## src/rtl/lwsram_pkg.sv

```systemverilog
package lwsram_pkg;
  typedef enum logic [1:0] {
    OP_IDLE  = 2'd0,
    OP_READ  = 2'd1,
    OP_WRITE = 2'd2
  } op_e;
endpackage

```

## src/rtl/lwsram_ctrl.sv

```systemverilog
module lwsram_ctrl
  import lwsram_pkg::*;
#(
  parameter int ADDR_W = 6
) (
  input  logic              clk,
  input  logic              rst_n,
  input  logic [ADDR_W-1:0] addr_i,
  input  logic              adv_i,
  input  logic              we_n_i,
  input  logic              e1_n_i,
  input  logic              e2_i,
  input  logic              e3_i,
  input  logic              e2_pol_i,
  input  logic              e3_pol_i,
  output op_e               op_o,
  output logic [ADDR_W-1:0] op_addr_o,
  output logic              echo_sel_o
);
  // Burst step: low two bits wrap, upper bits stay
  function automatic logic [ADDR_W-1:0] burst_step(input logic [ADDR_W-1:0] a);
    logic [ADDR_W-1:0] r;
    r      = a;
    r[1:0] = a[1:0] + 2'd1;
    return r;
  endfunction

  logic              e2_ok, e3_ok, sel;
  logic              load_go, cont_go;
  logic              loaded_q, last_wr_q;
  logic [ADDR_W-1:0] base_q;

  assign e2_ok      = (e2_i == e2_pol_i);
  assign e3_ok      = (e3_i == e3_pol_i);
  assign sel        = ~e1_n_i & e2_ok & e3_ok;
  assign echo_sel_o = e2_ok & e3_ok;
  assign load_go    = sel & ~adv_i;
  assign cont_go    = sel & adv_i & loaded_q;

  always_comb begin
    op_o      = OP_IDLE;
    op_addr_o = base_q;
    if (load_go) begin
      op_o      = we_n_i ? OP_READ : OP_WRITE;
      op_addr_o = addr_i;
    end else if (cont_go) begin
      op_o      = last_wr_q ? OP_WRITE : OP_READ;
      op_addr_o = burst_step(base_q);
    end
  end

  always_ff @(posedge clk or negedge rst_n) begin
    if (!rst_n) begin
      loaded_q  <= 1'b0;
      last_wr_q <= 1'b0;
      base_q    <= '0;
    end else if (load_go) begin
      loaded_q  <= 1'b1;
      last_wr_q <= ~we_n_i;
      base_q    <= addr_i;
    end else if (cont_go) begin
      base_q    <= burst_step(base_q);
    end
  end
endmodule

```

## src/rtl/lwsram_wbuf.sv

```systemverilog
module lwsram_wbuf #(
  parameter int ADDR_W = 6,
  parameter int NBYTE  = 4,
  parameter int BYTE_W = 9
) (
  input  logic                     clk,
  input  logic                     rst_n,
  input  logic                     op_is_wr_i,
  input  logic [ADDR_W-1:0]        op_addr_i,
  input  logic [NBYTE*BYTE_W-1:0]  din_i,
  input  logic [NBYTE-1:0]         bw_n_i,
  output logic                     commit_en_o,
  output logic [ADDR_W-1:0]        wb_addr_o,
  output logic [NBYTE*BYTE_W-1:0]  wb_data_o,
  output logic [NBYTE-1:0]         wb_mask_o,
  output logic                     wb_valid_o
);
  localparam int DATA_W = NBYTE * BYTE_W;

  logic              pend_q;
  logic [ADDR_W-1:0] pend_addr_q;
  logic              wb_valid_q;
  logic [ADDR_W-1:0] wb_addr_q;
  logic [DATA_W-1:0] wb_data_q;
  logic [NBYTE-1:0]  wb_mask_q;

  // Old buffer content moves to the array when new write data arrives
  assign commit_en_o = pend_q & wb_valid_q;
  assign wb_addr_o   = wb_addr_q;
  assign wb_data_o   = wb_data_q;
  assign wb_mask_o   = wb_mask_q;
  assign wb_valid_o  = wb_valid_q;

  always_ff @(posedge clk or negedge rst_n) begin
    if (!rst_n) begin
      pend_q      <= 1'b0;
      pend_addr_q <= '0;
      wb_valid_q  <= 1'b0;
      wb_addr_q   <= '0;
      wb_data_q   <= '0;
      wb_mask_q   <= '0;
    end else begin
      pend_q      <= op_is_wr_i;
      pend_addr_q <= op_addr_i;
      if (pend_q) begin
        wb_valid_q <= 1'b1;
        wb_addr_q  <= pend_addr_q;
        wb_data_q  <= din_i;
        wb_mask_q  <= ~bw_n_i;
      end
    end
  end
endmodule

```

## src/rtl/lwsram_array.sv

```systemverilog
module lwsram_array #(
  parameter int ADDR_W = 6,
  parameter int NBYTE  = 4,
  parameter int BYTE_W = 9
) (
  input  logic                    clk,
  input  logic                    we_i,
  input  logic [ADDR_W-1:0]       waddr_i,
  input  logic [NBYTE*BYTE_W-1:0] wdata_i,
  input  logic [NBYTE-1:0]        wmask_i,
  input  logic [ADDR_W-1:0]       raddr_i,
  output logic [NBYTE*BYTE_W-1:0] rdata_o
);
  localparam int DEPTH = 1 << ADDR_W;

  for (genvar g = 0; g < NBYTE; g++) begin : g_lane
    logic [BYTE_W-1:0] mem [DEPTH];

    always_ff @(posedge clk) begin
      if (we_i && wmask_i[g]) mem[waddr_i] <= wdata_i[g*BYTE_W +: BYTE_W];
    end

    assign rdata_o[g*BYTE_W +: BYTE_W] = mem[raddr_i];
  end
endmodule

```

## src/rtl/lwsram.sv

```systemverilog
module lwsram
  import lwsram_pkg::*;
#(
  parameter int ADDR_W = 6,
  parameter int NBYTE  = 4,
  parameter int BYTE_W = 9
) (
  input  logic                    clk,
  input  logic                    rst_n,
  input  logic [ADDR_W-1:0]       addr,
  input  logic                    adv,
  input  logic                    we_n,
  input  logic [NBYTE-1:0]        bw_n,
  input  logic                    e1_n,
  input  logic                    e2,
  input  logic                    e3,
  input  logic                    e2_pol,
  input  logic                    e3_pol,
  input  logic [NBYTE*BYTE_W-1:0] din,
  output logic [NBYTE*BYTE_W-1:0] dout,
  output logic                    dout_en,
  output logic                    echo_en
);
  localparam int DATA_W = NBYTE * BYTE_W;

  // Lay buffered bytes over the array word
  function automatic logic [DATA_W-1:0] overlay(input logic [DATA_W-1:0] base,
                                                input logic [DATA_W-1:0] upd,
                                                input logic [NBYTE-1:0]  take);
    logic [DATA_W-1:0] r;
    r = base;
    for (int i = 0; i < NBYTE; i++)
      if (take[i]) r[i*BYTE_W +: BYTE_W] = upd[i*BYTE_W +: BYTE_W];
    return r;
  endfunction

  op_e               op_w;
  logic [ADDR_W-1:0] op_addr_w;
  logic              echo_sel_w;
  logic              commit_w;
  logic              wb_valid_w;
  logic [ADDR_W-1:0] wb_addr_w;
  logic [DATA_W-1:0] wb_data_w;
  logic [NBYTE-1:0]  wb_mask_w;
  logic [DATA_W-1:0] arr_rdata_w;

  op_e               s1_op_q;
  logic [ADDR_W-1:0] s1_addr_q;
  logic              idle_seen_q;
  logic              fwd_hit_w;
  logic [DATA_W-1:0] rd_word_w;

  lwsram_ctrl #(.ADDR_W(ADDR_W)) u_ctrl (
    .clk(clk), .rst_n(rst_n), .addr_i(addr), .adv_i(adv), .we_n_i(we_n),
    .e1_n_i(e1_n), .e2_i(e2), .e3_i(e3), .e2_pol_i(e2_pol), .e3_pol_i(e3_pol),
    .op_o(op_w), .op_addr_o(op_addr_w), .echo_sel_o(echo_sel_w)
  );

  lwsram_wbuf #(.ADDR_W(ADDR_W), .NBYTE(NBYTE), .BYTE_W(BYTE_W)) u_wbuf (
    .clk(clk), .rst_n(rst_n), .op_is_wr_i(op_w == OP_WRITE), .op_addr_i(op_addr_w),
    .din_i(din), .bw_n_i(bw_n), .commit_en_o(commit_w), .wb_addr_o(wb_addr_w),
    .wb_data_o(wb_data_w), .wb_mask_o(wb_mask_w), .wb_valid_o(wb_valid_w)
  );

  lwsram_array #(.ADDR_W(ADDR_W), .NBYTE(NBYTE), .BYTE_W(BYTE_W)) u_array (
    .clk(clk), .we_i(commit_w), .waddr_i(wb_addr_w), .wdata_i(wb_data_w),
    .wmask_i(wb_mask_w), .raddr_i(s1_addr_q), .rdata_o(arr_rdata_w)
  );

  assign fwd_hit_w = wb_valid_w && (wb_addr_w == s1_addr_q);
  assign rd_word_w = fwd_hit_w ? overlay(arr_rdata_w, wb_data_w, wb_mask_w) : arr_rdata_w;

  always_ff @(posedge clk or negedge rst_n) begin
    if (!rst_n) begin
      s1_op_q     <= OP_IDLE;
      s1_addr_q   <= '0;
      dout        <= '0;
      dout_en     <= 1'b0;
      echo_en     <= 1'b0;
      idle_seen_q <= 1'b0;
    end else begin
      s1_op_q   <= op_w;
      s1_addr_q <= op_addr_w;
      echo_en   <= echo_sel_w;
      case (s1_op_q)
        OP_READ: begin
          dout        <= rd_word_w;
          dout_en     <= 1'b1;
          idle_seen_q <= 1'b0;
        end
        OP_WRITE: begin
          dout_en     <= 1'b0;
          idle_seen_q <= 1'b0;
        end
        default: begin
          if (idle_seen_q) dout_en <= 1'b0;
          idle_seen_q <= 1'b1;
        end
      endcase
    end
  end
endmodule

```

## config.mk

```make
export PLATFORM = sky130hd
export DESIGN_NAME = lwsram
export DESIGN_NICKNAME = d
export VERILOG_FILES = /design/src/rtl/lwsram_pkg.sv /design/src/rtl/lwsram_ctrl.sv /design/src/rtl/lwsram_wbuf.sv /design/src/rtl/lwsram_array.sv /design/src/rtl/lwsram.sv
export SDC_FILE = /design/constraint.sdc
export NUM_CORES = 2
export LEC_CHECK = 0
export BUFFER_PORTS_ARGS = -buffer_cell sky130_fd_sc_hd__buf_4
export CELL_PAD_IN_SITES_DETAIL_PLACEMENT = 1
export CELL_PAD_IN_SITES_GLOBAL_PLACEMENT = 1
export CORE_ASPECT_RATIO = 0.9
export CORE_UTILIZATION = 45
export CTS_CLUSTER_SIZE = 20
export DETAILED_ROUTE_END_ITERATION = 12
export MAX_ROUTING_LAYER = met4
export PLACE_DENSITY_LB_ADDON = 0.1
export SLEW_MARGIN = 20
export SYNTH_ARGS = -nofsm -noshare
export SYNTH_HDL_FRONTEND = slang
export SYNTH_SLANG_ARGS = --single-unit
```

## constraint.sdc

```tcl
create_clock -name clk -period 3.21 [get_ports clk]
set_input_delay 0.642 -clock clk [delete_from_list [all_inputs] [get_ports clk]]
set_output_delay 0.642 -clock clk [all_outputs]
set_load 0.005 [all_outputs]
```

### Word level (Yosys, flattened, before mapping)

Memories as Yosys holds them, arrays and structs flattened.
Index checks and enable logic that the tools add are counted.

| cells by class | value |
|---|---|
| add/sub/neg operators | 1 |
| eq/ne operators | 6 |
| mux-type cells | 22 |
| bitwise logic cells | 11 |
| reductions and logical operators | 8 |

Operator list:

| operator | number |
|---|---|
| 2-to-1 mux 36 bit | 1 |
| 2-to-1 mux 9 bit | 4 |
| 2-to-1 mux 1 bit | 10 |
| 2-to-1 mux 2 bit | 5 |
| AND 1 bit | 7 |
| equality test 6 bit | 1 |
| 2-to-1 mux 6 bit | 1 |
| logical AND 1 bit | 5 |
| equality test 2 bit, second input constant | 2 |
| inverter 4 bit | 1 |
| inverter 1 bit | 3 |
| nonzero test 3 bit | 1 |
| adder 2 x 1 -> 2 bit, second input constant | 1 |
| equality test 1 bit | 2 |
| equality test 2 x 1 -> 1 bit, second input constant | 1 |
| case mux 1 bit (2 select lines) | 1 |
| nonzero test 2 bit | 1 |
| OR reduction 2 bit | 1 |

| word-level totals | value |
|---|---|
| flip-flop bits (word level) | 97 |
| bits in writable memories | 2304 |
| bits of input ports | 55 |
| output and inout port bits | 38 |
| memories kept | 4 |

Memory list:

| name | depth | width | read ports | clocked after memory_dff | write ports | line | source |
|---|---|---|---|---|---|---|---|
| u_array.g_lane[0].mem | 64 | 9 | 1 | 0 | 1 | lwsram_array.sv:17 | `logic [BYTE_W-1:0] mem [DEPTH];` |
| u_array.g_lane[1].mem | 64 | 9 | 1 | 0 | 1 | lwsram_array.sv:17 |  |
| u_array.g_lane[2].mem | 64 | 9 | 1 | 0 | 1 | lwsram_array.sv:17 |  |
| u_array.g_lane[3].mem | 64 | 9 | 1 | 0 | 1 | lwsram_array.sv:17 |  |

### Logic depth before layout (Yosys ltp)

| logic depth | value |
|---|---|
| word-level depth | 8 |
| gate-level depth with buffers | 9 |
| gate-level depth less buffers | 5 |

### Cells and area by module

Synthesis repeated with hierarchy kept, for this count alone.

| second synthesis, totals | value |
|---|---|
| cells, all modules | 4459 |
| area total of the unflattened synthesis | 93223.2 um^2 |

Modules (own cells, without submodules):

| module | instances | cells each | area each (um^2) |
|---|---|---|---|
| lwsram_array | 1 | 4030 | 88312.2 |
| lwsram | 1 | 277 | 2519.9 |
| lwsram_wbuf | 1 | 111 | 1943.1 |
| lwsram_ctrl | 1 | 41 | 447.9 |

### Worst setup path before layout

OpenSTA, ideal clock, no wires.

| timing path | value |
|---|---|
| path type | flip-flop to flip-flop |
| start point | register, netlist name u_wbuf.pend_addr_q[2] |
| end point | register dout[0] |
| library setup time | 0.141 ns |
| data arrival time | 2.037 ns |
| data required time | 3.069 ns |
| path slack | 1.032 ns |
| cell stages (with the launch flop) | 9 |
| cell sequence | dfrtp_1 > buf_2 > buf_2 > buf_1 > mux4_2 > a22oi_1 > a21oi_1 > o41ai_1 > a31oi_1 |

RTL lines:

| what | line | source |
|---|---|---|
| end signal, assigned | lwsram.sv:87 | `dout <= rd_word_w;` |
| end, declared | lwsram.sv:20 | `output logic [NBYTE*BYTE_W-1:0] dout,` |

==> impl_metrics.tcl <==
set metrics [dict create \
    grt-ovfl-total 0 \
    hpwl_um 167200 \
    p_per_area_mw_per_mm2 845.2 \
    path_max_fanout 28 \
    final_core_util 0.5287 \
    drive_above_1_share 0.3103 \
    worstMarginPinSlew_ps 1094 \
    gp_congestion 0.8294 \
    wl_met1_um 113500 \
    cp_common_cell "buf_12" \
    dr_wl_met3_um 17360 \
    io_buffers 92 \
    vias_per_cell 6.006 \
    wl_per_cell_um 34.11 \
    ys_types 37 \
    cap_viol_max_count 0 \
    crit_type "register to register" \
    met2WireLength_um 126400 \
    first_iter_violations 4861 \
    first_pass_iters 5 \
    max_stage_delay_ps 530 \
    core_area_mm2 0.2018 \
    ios 93 \
    final_common_cell "edfxtp_1" \
    fill_cells 17635 \
    yosys_register_bits 2401 \
    syn_inst 4265 \
    outcome "complete, no violations" \
    fmax_mhz 328.6 \
    fin_crit_sh 0.9479 \
    reg2reg_to "dout[18]$_DFFE_PN0P_" \
    mostFrequentLayoutCells "2,304 x edfxtp_1, 576 x mux4_2, 506 x buf_4" \
    grt.total_usage 0.2666 \
    grt_pass1_wl_um 374500 \
    cp.buffers_inverters 3 \
    syn_nets 4322 \
    root_buffer "clkbuf_16" \
    max-vdd-ir-drop_v 0.0007405 \
    rows 156 \
    grt_max_degree 73 \
    antenna_found_initial 10 \
    r2r_setup_slack_ps 170 \
    arrival_ps 3730 \
    start_kind "register" \
    crit_path_end_kind "register" \
    cts_buffers 237 \
    cts-resized-gates 0 \
    postRouteAntennaNets 0 \
    clockBufferDepth 3 \
    yosysSeqAreaShare 0.7802 \
    ctsHtreeMaxLevel 4 \
    start_util 0.4548 \
    critPathTopFamily "compound AO/OA/AOI/OAI gates" \
    clkLatencyLatePin_ps 860 \
    yosysWarnings 0 \
    cts_tree "yes" \
    drv_slew 0 \
    nets 4894 \
    leakage_uw 0.03373 \
    drt_wl_total_um 263900 \
    worstReg2RegStart "u_wbuf.pend_addr_q[0]$_DFFE_PN0P_" \
    hold_path_class "input pin to register" \
    synth.avg_cell_area_um2 21.52 \
    cts.sinks 2401 \
    setup_tns_ps 0 \
    hold_viol 0 \
    slowest_stage "mux4_2" \
    dieWidth_um 478.1 \
    grt_pass1_vias 48375 \
    post_cts_buffers 0 \
    reg2reg_depth 8 \
    crit_start "u_wbuf.pend_addr_q[0]$_DFFE_PN0P_" \
    die_height_um 430.4 \
    drc 0 \
    slew_headroom 0.2706 \
    rsz0062_at_grt "no" \
    area_delta_synth_final_pct 16.25 \
    finalSetupViolCount 0 \
    crit_end "dout[18]$_DFFE_PN0P_" \
    vias 46460 \
    crit_chain "buf_12, buf_12, buf_12, mux4_2, a22oi_1, a21oi_1, o41ai_1, a31oi_1" \
    syn_area_mm2 0.09178 \
    crit_cells 8 \
    path_clk_slew_ps 70 \
    cts_hold_buffers 42 \
    die-area_mm2 0.2058 \
    top_layer "met4" \
    period_minus_slack_ps 3043 \
    required_ps 3900 \
    fin_skew_ps 30.52 \
]
## report_power, final
group	switching, µW	internal, µW
sequential	3710	39300
clock	11700	15200
combinational	12000	8260
total	27400	62700
## worst min path at each step
stage                                           start                                end  depth (start not counted)
final                                         addr[0]  u_wbuf.pend_addr_q[0]$_DFFE_PN0P_                          3
after global routing                          addr[0]  u_wbuf.pend_addr_q[0]$_DFFE_PN0P_                          3
after CTS                                          e3                  echo_en$_DFF_PN0_                          3
after detailed placement  u_ctrl.loaded_q$_DFFE_PN0P_        u_ctrl.loaded_q$_DFFE_PN0P_                          1
after global placement    u_ctrl.loaded_q$_DFFE_PN0P_        u_ctrl.loaded_q$_DFFE_PN0P_                          1
after floorplan                                 rst_n                dout[0]$_DFFE_PN0P_                          0
## layer usage
| metal | vias up | track usage |
|---|---|---|
| met1 | 25490 | 0.3696 |
| met4 | 0 | 0.06674 |
| met2 | 1563 | 0.4102 |
| met5 | - | - |
| li1 | 19057 | - |
| met3 | 350 | 0.05011 |
## Yosys cell counts
master     instances  share of area
edfxtp_1        2304           0.75
mux4_2           576           0.14
nor2_1           299          0.012
a22oi_1          288          0.024
a21oi_1          145         0.0079
clkbuf_1         141         0.0058
nand2_1          106         0.0043
dfrtp_1           97          0.026
buf_1             47         0.0019
mux2_2            46         0.0056
buf_2             38         0.0021
a31oi_1           36         0.0025
o41ai_1           36         0.0034
buf_6             21         0.0026
buf_4             17         0.0014
nand3_1            9        0.00049
and3_1             7        0.00048
nor3b_1            6        0.00049
inv_1              5        0.00020
xor2_1             5        0.00048
and3b_1            4        0.00038
nor3_1             4        0.00022
o21ai_0            4        0.00022
mux2i_1            3        0.00033
nand2b_1           3        0.00020
or2_2              3        0.00020
xnor2_1            3        0.00029
ha_1               2        0.00027
nor2b_1            2        0.00014
a211oi_1           1       0.000082
a21o_1             1       0.000082
a2bb2oi_1          1       0.000095
a311oi_1           1       0.000095
and2_1             1       0.000068
and4_1             1       0.000095
nor4_2             1        0.00014
o21a_1             1       0.000082
## worst register-to-register path: stages (launching register included)
cell     delay (ps)
dfrtp_4         450
buf_12          180
buf_12          250
buf_12          300
mux4_2          560
a22oi_1         340
a21oi_1         260
o41ai_1         410
a31oi_1         130
## cell type report
class	instances	area, µm²	area share
diodes	10	25.02	0.0002345
clock buffers	320	6509	0.06100
clock inverters	122	949.7	0.008900
inverters	5	18.77	0.0001759
multi-input cells	1595	18970	0.1778
flip-flops and latches	2401	71680	0.6718
well taps	2686	3361	0.03150
repair buffers	597	5191	0.04865
## through the flow
step                      setup slack [ps]  power, µW  cell area (µm²)  hold WS, ps  instances
after floorplan                       1032      53640            91780        346.4       4265
after global placement               175.5      63790            98770        466.5       7241
after detailed placement             164.4      64220            98770        481.5       7241
after CTS                            144.2      91030           106700        40.44       7725
after global routing                 46.90      93100           106700        72.37       7728
final                                167.2      90180           106700        94.60       7736
## state kept, by name, summed over array words and instances (netlist names)
signal	count
echo_en	1
u_ctrl.last_wr_q	1
u_wbuf.wb_data_o	36
u_wbuf.wb_valid_o	1
dout_en	1
idle_seen_q	1
dout	36
u_array.g_lane.mem	2304
s1_op_q	2
u_wbuf.wb_addr_o	6
u_wbuf.pend_q	1
u_ctrl.loaded_q	1
u_wbuf.wb_mask_o	4
u_wbuf.pend_addr_q	6
## logic make-up (layout without fill, tap and decap cells)
| kind of cell | after synthesis | in the layout | share of synthesized area |
|---|---|---|---|
| flops | 2401 | 2401 | 0.7802 |
| mux | 625 | 625 | 0.1473 |
| compound gates | 514 | 514 | 0.03801 |
| simple gates | 446 | 446 | 0.01947 |
| buf+inv | 269 | 1044 | 0.01393 |
| xor+xnor | 8 | 8 | 0.0007634 |
| fa+ha+maj | 2 | 2 | 0.0002726 |
| other cells | 0 | 10 | 0 |
Note: power is estimated with default switching activity, not from simulation.
